## src/rtl/hip_pkg.sv

```systemverilog
package hip_pkg;
  localparam int BLK_BYTES  = 64;
  localparam int WORD_BYTES = 4;
  localparam int WORDS      = BLK_BYTES / WORD_BYTES;
  localparam int WPTR_W     = $clog2(WORDS);
  localparam int OFF_W      = WPTR_W + 3;
  localparam int LEN_BYTES  = 8;
  localparam int LEN_OFF    = BLK_BYTES - LEN_BYTES;
  localparam int BLK_W      = BLK_BYTES * 8;

  typedef enum logic [1:0] {
    FOL_NONE     = 2'd0,
    FOL_LEN      = 2'd1,
    FOL_MARK_LEN = 2'd2
  } follow_e;

  // Total bit count for the length field.
  function automatic logic [63:0] bits_of(input logic [63:0] nbytes);
    return nbytes << 3;
  endfunction

  // Length still fits after the terminator placed at offset t.
  function automatic logic tail_fits(input logic [OFF_W-1:0] t);
    return t < OFF_W'(LEN_OFF);
  endfunction

  // Offset of the first byte after the data of the current word.
  function automatic logic [OFF_W-1:0] tail_offset(input logic [WPTR_W-1:0] wptr,
                                                   input logic [2:0] nb);
    return {1'b0, wptr, 2'b00} + OFF_W'(nb);
  endfunction
endpackage

```

## src/rtl/hip_byte_count.sv

```systemverilog
module hip_byte_count #(
  parameter int CNT_W = 61
) (
  input  logic             clk,
  input  logic             rst_n,
  input  logic             add_en,
  input  logic [2:0]       add_val,
  input  logic             restart,
  output logic [CNT_W-1:0] count
);
  localparam logic [CNT_W-1:0] PRELOAD = CNT_W'(hip_pkg::BLK_BYTES);

  always_ff @(posedge clk or negedge rst_n) begin
    if (!rst_n)       count <= PRELOAD;
    else if (restart) count <= PRELOAD;
    else if (add_en)  count <= count + CNT_W'(add_val);
  end
endmodule

```

## src/rtl/hip_ctrl.sv

```systemverilog
module hip_ctrl
  import hip_pkg::*;
(
  input  logic              clk,
  input  logic              rst_n,
  input  logic              in_valid,
  input  logic              in_last,
  input  logic [2:0]        nb,
  input  logic              out_ready,
  output logic              in_ready,
  output logic              out_valid,
  output logic              out_final,
  output logic              wr_word,
  output logic              wr_tail,
  output logic              wr_follow,
  output follow_e           follow_kind,
  output logic              follow_pend,
  output logic [WPTR_W-1:0] wptr,
  output logic [OFF_W-1:0]  tail_off
);
  typedef enum logic {ST_FILL, ST_EMIT} state_e;

  state_e  st;
  follow_e fol;
  logic    acc, hs;

  assign in_ready    = (st == ST_FILL);
  assign out_valid   = (st == ST_EMIT);
  assign acc         = in_valid && in_ready;
  assign hs          = out_valid && out_ready;
  assign tail_off    = tail_offset(wptr, nb);
  assign wr_word     = acc && !in_last;
  assign wr_tail     = acc && in_last;
  assign wr_follow   = hs && (fol != FOL_NONE);
  assign follow_kind = fol;
  assign follow_pend = (fol != FOL_NONE);

  always_ff @(posedge clk or negedge rst_n) begin
    if (!rst_n) begin
      st        <= ST_FILL;
      fol       <= FOL_NONE;
      wptr      <= '0;
      out_final <= 1'b0;
    end else if (st == ST_FILL) begin
      if (acc && in_last) begin
        st        <= ST_EMIT;
        wptr      <= '0;
        out_final <= tail_fits(tail_off);
        if (tail_off == OFF_W'(BLK_BYTES))  fol <= FOL_MARK_LEN;
        else if (!tail_fits(tail_off))      fol <= FOL_LEN;
        else                                fol <= FOL_NONE;
      end else if (acc) begin
        wptr <= wptr + 1'b1;
        if (wptr == WPTR_W'(WORDS - 1)) begin
          st        <= ST_EMIT;
          out_final <= 1'b0;
          fol       <= FOL_NONE;
        end
      end
    end else if (out_ready) begin
      if (fol != FOL_NONE) begin
        out_final <= 1'b1;
        fol       <= FOL_NONE;
      end else begin
        st <= ST_FILL;
      end
    end
  end
endmodule

```

## src/rtl/hip_block_buf.sv

```systemverilog
module hip_block_buf
  import hip_pkg::*;
(
  input  logic              clk,
  input  logic              rst_n,
  input  logic              wr_word,
  input  logic              wr_tail,
  input  logic              wr_follow,
  input  follow_e           follow_kind,
  input  logic [WPTR_W-1:0] wptr,
  input  logic [OFF_W-1:0]  tail_off,
  input  logic [31:0]       word,
  input  logic [63:0]       len_bits,
  output logic [BLK_W-1:0]  blk
);
  logic word_start_le_off [BLK_BYTES];

  for (genvar k = 0; k < BLK_BYTES; k++) begin : g_byte
    localparam int WIDX = k / WORD_BYTES;
    localparam int LANE = k % WORD_BYTES;
    localparam int LB   = (k >= LEN_OFF) ? (BLK_BYTES - 1 - k) : 0;
    localparam logic [OFF_W-1:0] KOFF = OFF_W'(k);

    logic [7:0] cur, nxt, dbyte, lbyte;

    assign cur   = blk[BLK_W-1-8*k -: 8];
    assign dbyte = word[31-8*LANE -: 8];
    assign lbyte = (k >= LEN_OFF) ? len_bits[8*LB +: 8] : 8'h00;
    assign word_start_le_off[k] = ({1'b0, wptr, 2'b00} <= KOFF);

    always_comb begin
      nxt = cur;
      if (wr_word) begin
        if (wptr == WPTR_W'(WIDX)) nxt = dbyte;
      end else if (wr_tail) begin
        if (!word_start_le_off[k])                  nxt = cur;
        else if (KOFF < tail_off)                   nxt = dbyte;
        else if (KOFF == tail_off)                  nxt = 8'h80;
        else if (k >= LEN_OFF && tail_fits(tail_off)) nxt = lbyte;
        else                                        nxt = 8'h00;
      end else if (wr_follow) begin
        if (k >= LEN_OFF)                           nxt = lbyte;
        else if (k == 0 && follow_kind == FOL_MARK_LEN) nxt = 8'h80;
        else                                        nxt = 8'h00;
      end
    end

    always_ff @(posedge clk or negedge rst_n) begin
      if (!rst_n) blk[BLK_W-1-8*k -: 8] <= 8'h00;
      else        blk[BLK_W-1-8*k -: 8] <= nxt;
    end
  end
endmodule

```

## src/rtl/hmac_inner_padder.sv

```systemverilog
module hmac_inner_padder
  import hip_pkg::*;
#(
  parameter int CNT_W = 61
) (
  input  logic         clk,
  input  logic         rst_n,
  input  logic         in_valid,
  output logic         in_ready,
  input  logic [31:0]  in_data,
  input  logic [2:0]   in_bytes,
  input  logic         in_last,
  output logic         out_valid,
  input  logic         out_ready,
  output logic [511:0] out_block,
  output logic         out_final
);
  logic              wr_word, wr_tail, wr_follow, follow_pend;
  follow_e           follow_kind;
  logic [WPTR_W-1:0] wptr;
  logic [OFF_W-1:0]  tail_off;
  logic [2:0]        nb;
  logic [CNT_W-1:0]  count, total;
  logic [63:0]       len_bits;
  logic              msg_done;

  assign nb       = in_last ? in_bytes : 3'd4;
  assign total    = wr_tail ? (count + CNT_W'(nb)) : count;
  assign len_bits = bits_of(64'(total));
  assign msg_done = out_valid && out_ready && out_final;

  hip_ctrl u_ctrl (
    .clk         (clk),
    .rst_n       (rst_n),
    .in_valid    (in_valid),
    .in_last     (in_last),
    .nb          (nb),
    .out_ready   (out_ready),
    .in_ready    (in_ready),
    .out_valid   (out_valid),
    .out_final   (out_final),
    .wr_word     (wr_word),
    .wr_tail     (wr_tail),
    .wr_follow   (wr_follow),
    .follow_kind (follow_kind),
    .follow_pend (follow_pend),
    .wptr        (wptr),
    .tail_off    (tail_off)
  );

  hip_byte_count #(.CNT_W(CNT_W)) u_cnt (
    .clk     (clk),
    .rst_n   (rst_n),
    .add_en  (wr_word || wr_tail),
    .add_val (nb),
    .restart (msg_done),
    .count   (count)
  );

  hip_block_buf u_buf (
    .clk         (clk),
    .rst_n       (rst_n),
    .wr_word     (wr_word),
    .wr_tail     (wr_tail),
    .wr_follow   (wr_follow),
    .follow_kind (follow_kind),
    .wptr        (wptr),
    .tail_off    (tail_off),
    .word        (in_data),
    .len_bits    (len_bits),
    .blk         (out_block)
  );
endmodule

```

## config.mk

```make
export PLATFORM = sky130hd
export DESIGN_NAME = hmac_inner_padder
export DESIGN_NICKNAME = d
export VERILOG_FILES = /design/src/rtl/hip_pkg.sv /design/src/rtl/hip_byte_count.sv /design/src/rtl/hip_ctrl.sv /design/src/rtl/hip_block_buf.sv /design/src/rtl/hmac_inner_padder.sv
export SDC_FILE = /design/constraint.sdc
export NUM_CORES = 1
export LEC_CHECK = 0
export BUFFER_PORTS_ARGS = -buffer_cell sky130_fd_sc_hd__buf_2
export CORE_MARGIN = 4
export CORE_UTILIZATION = 50
export CTS_BUF_LIST = sky130_fd_sc_hd__clkbuf_4 sky130_fd_sc_hd__clkbuf_8
export CTS_CLUSTER_SIZE = 14
export DETAILED_ROUTE_END_ITERATION = 10
export PLACE_DENSITY = 0.8
export SLEW_MARGIN = 20
export SYNTH_ARGS = -nofsm -noshare
export SYNTH_HDL_FRONTEND = slang
export SYNTH_SLANG_ARGS = --single-unit
```

## constraint.sdc

```tcl
create_clock -name clk -period 7.1 [get_ports clk]
set_input_delay 0 -clock clk [delete_from_list [all_inputs] [get_ports clk]]
set_output_delay 0 -clock clk [all_outputs]
set_load 0.01 [all_outputs]
```

==> implementation parameters <==
Parameter                              Value

Clocking
  Clock root buffer master ... sky130_fd_sc_hd__clkbuf_8
  Buffer count from post-CTS setup fixing ... 0
  CTS H-tree depth ... 3
  Clk pin slew, worst setup/hold paths ... 70 ps
  Clock buffer count from CTS ... 95
  Clock tree from TritonCTS ... built
  Clock Path Buffers ... 3
  Sinks on the clock net ... 581
  Clock latency on the worst-skew pair ... 730 ps

Yosys
  Netlist area before placement ... 0.0273 mm^2
  Post-synthesis register bit count ... 581
  Fraction of registers with async set/reset ... 100%
  Largest cells by area after synthesis ... sky130_fd_sc_hd__dfrtp_1 (53%), sky130_fd_sc_hd__a22o_1 (7.3%), sky130_fd_sc_hd__nand2_1 (6.3%)
  Synth cell types ... 77
  YS warnings ... 0
  Register area share after synthesis ... 53.3%
  Top cell types by occurrence after synthesis ... sky130_fd_sc_hd__dfrtp_1 (580), sky130_fd_sc_hd__nand2_1 (455), sky130_fd_sc_hd__o21ai_0 (278)
  Count of flip-flops with a built-in enable after synthesis ... 0
  Biggest area consumer among synthesized cells ... sky130_fd_sc_hd__dfrtp_1
  Top flip-flop cell by instance count after synthesis ... sky130_fd_sc_hd__dfrtp_1
  Number of nets produced by synthesis ... 2875
  Share of the synthesized area in the top cell type ... 53.2%
  Synth Instances ... 2825
  Most numerous cell in the Yosys netlist ... sky130_fd_sc_hd__dfrtp_1
  Avg Cell Area, Syn ... 9.66 um^2

Timing
  Number of endpoints failing setup at the final stage ... 0
  Largest clock skew in the final design ... 44.2 ps
  Worst slew margin ... 19.1%
  Minimum clock period ... 4370 ps
  Setup TNS after final layout ... 0 ps
  Worst Tran Pin Value ... 1180 ps
  Final hold violation count ... 0
  F_max ... 229 MHz
  Worst path setup slack after routing ... 2730 ps
  Fraction of the cycle the final worst path needs ... 61.6%
  Setup repair after global routing missed its margin ... false
  Pins Over Slew Limit ... 0

Place
  Placer's final routability congestion estimate ... 1.02
  HPWL reported at the end of detailed placement ... 81700 um
  Port Buffer Count ... 554
  Post-Place Cell Area ... 0.0304 mm^2
  Pre-CTS setup slack ... 2610 ps

Power
  Portion of total power attributed to sequential cells ... 37.1%
  NetSw ... 0.00572 W
  Switching Share ... 42.2%
  Worst voltage drop across the vdd grid ... 0.189 mV
  Combinational share of power ... 39.7%
  Power Density ... 412 mW/mm^2
  Power, Total ... 0.0136 W
  Power share of the clock group ... 23.2%
  Cell-internal power ... 0.00784 W
  Static Leakage ... 15.9 nW

Worst setup path
  Critical path arrival ... 4970 ps
  Ordered list of cells on the worst path ... ha_1 -> ha_1 -> nand2b_1 -> mux2i_1 -> nand2_1 -> a21oi_1 -> nor2_1 -> o41ai_1
  Worst Path Required ... 7700 ps
  Top delay family on crit path ... compound AO/OA/AOI/OAI gates
  Worst stage delay on the critical path ... 840 ps
  Endpoint kind of the worst setup timing path ... flip-flop
  Sum of buffers and inverters on the critical path ... 0
  Crit Path Max Fanout ... 17
  Cell repeated most along the worst path ... sky130_fd_sc_hd__ha_1
  Cell at the slowest stage of the critical path ... sky130_fd_sc_hd__a21oi_1
  Category of the worst setup path launch point ... flip-flop
  WS Path Type ... flip-flop to flip-flop

Final layout
  Fraction of final layout cells sized beyond drive strength 1 ... 24.4%
  Utilization after layout ... 61.1%
  Final cell area excluding filler cells ... 0.0329 mm^2
  Post-layout nets ... 3355
  Area growth syn-to-layout ... 20.7%

Drt
  Number of vias in the routed layout ... 27100
  Via density per instance ... 6.65
  First-pass DRT Iterations ... 8
  Number of antenna-violating nets in the routed design ... 0
  Total detailed-routing wirelength ... 117000 um
  Starting DRC count in detailed routing ... 3654
  WL per Instance ... 28.7 um
  Total DRC errors in the routed layout ... 0

Floorplanning
  Number of cell rows ... 85
  Die W ... 242 um
  Initial cell density of the core ... 50.6%
  IO Count ... 555
  Die outline area ... 0.0584 mm^2
  Core Region ... 0.0539 mm^2
  Vertical die dimension ... 242 um

Global routing
  Antenna violations before repair ... 14
  Global-route congestion overflow total ... 0
  Vias in the first global route ... 25200
  Largest net degree at the start of global routing ... 170
  Overall global routing resource usage ... 38.5%
  First-pass GRT wire length ... 171000 um

Job
  Maxcap violations ... 0

Min path
  Tightest Hold Check Type ... input port to flip-flop

Run status
  Result of the run ... finished clean
[metrics by stage]
| stage | instances | hold slack, ps |
|---|---|---|
| floorplan | 2825 | -296 |
| global placement | 3865 | 86.4 |
| detailed placement | 3865 | 85.7 |
| CTS | 4066 | 33.8 |
| global route | 4069 | 110 |
| finish | 4076 | 109 |
[worst register-to-register path, cell delays in order, from the launching register on]
cell and delay (ps):
sky130_fd_sc_hd__dfrtp_1 530, sky130_fd_sc_hd__ha_1 350, sky130_fd_sc_hd__ha_1 470, sky130_fd_sc_hd__nand2b_1 320
sky130_fd_sc_hd__mux2i_1 820, sky130_fd_sc_hd__nand2_1 540, sky130_fd_sc_hd__a21oi_1 840, sky130_fd_sc_hd__nor2_1 90
sky130_fd_sc_hd__o41ai_1 290
[kinds of logic after synthesis]
logic type	after synthesis	synth area share (%)
buf+inv	275	3.83
mux	16	0.619
flops	581	53.3
compound gates	1042	26.5
fa+ha+maj	10	0.458
simple gates	869	14.3
xor+xnor	32	1.03
[power by group through the flow]
stage / clock network, W / logic [W] / registers [W]
after floorplan: 0 / 0.00232 / 0.00540
after global placement: 0 / 0.00514 / 0.00502
after detailed placement: 0 / 0.00522 / 0.00504
after CTS: 0.00316 / 0.00525 / 0.00500
after global routing: 0.00331 / 0.00566 / 0.00514
final: 0.00315 / 0.00538 / 0.00503
[metal layers]
layer	track usage (%)	wire length (um)	vias to the layer above
met5	0	65	-
met4	22.2	8500	12
met3	11.4	14400	466
met2	58.4	51900	2041
met1	49.6	42300	13200
li1	-	-	11400
[sequential cells by signal, summed over array words and instances, names as in the netlist]
signal / flops
u_ctrl.wptr: 4
u_ctrl.follow_kind: 2
u_cnt.count: 61
u_ctrl.out_valid: 1
u_buf.g_byte.cur: 512
u_ctrl.out_final: 1
[cell usage in the layout (no fill, tap or decap), types with 42 or more instances in the layout]
cell type and instances:
sky130_fd_sc_hd__dfrtp_1 580, sky130_fd_sc_hd__buf_2 553, sky130_fd_sc_hd__nand2_1 453, sky130_fd_sc_hd__o21ai_0 274, sky130_fd_sc_hd__a22o_1 227, sky130_fd_sc_hd__o31ai_1 143
sky130_fd_sc_hd__a21oi_1 141, sky130_fd_sc_hd__nor2_1 137, sky130_fd_sc_hd__clkbuf_8 122, sky130_fd_sc_hd__nand3_1 52, sky130_fd_sc_hd__nor3_1 50, sky130_fd_sc_hd__buf_4 42
[timing repair]
item	in CTS	in global routing
hold buffers	38	0
endpoints found under the hold margin	428	0
resized for setup	0	0
[final cells by class]
type,count,area [um^2]
diodes,9,22.5
inverters,21,78.8
well taps,696,871
multi-input cells,1969,11800
flip-flops and latches,581,14500
clock inverters,18,188
repair buffers,637,3560
clock buffers,145,1850
fillers,4486,21000
[path summary, 6_finish.rpt]
| check | from | end | slack (ps) | cells after the start |
|---|---|---|---|---|
| setup reg to reg | u_ctrl.wptr[0] | u_buf.g_byte[30].cur[7] | 2730 | 8 |
| hold / removal | in_last | u_buf.g_byte[11].cur[7] | 110 | 4 |
| min in group asynchronous | rst_n | u_buf.g_byte[42].cur[2] | 480 | 4 |
| max in group asynchronous | rst_n | u_buf.g_byte[44].cur[0] | 5630 | 4 |
| setup / recovery | u_ctrl.wptr[0] | u_buf.g_byte[30].cur[7] | 2730 | 8 |
| hold reg to reg | u_buf.g_byte[28].cur[0] | u_buf.g_byte[28].cur[0] | 470 | 2 |
No activity file was read; power rests on OpenSTA's default activity.
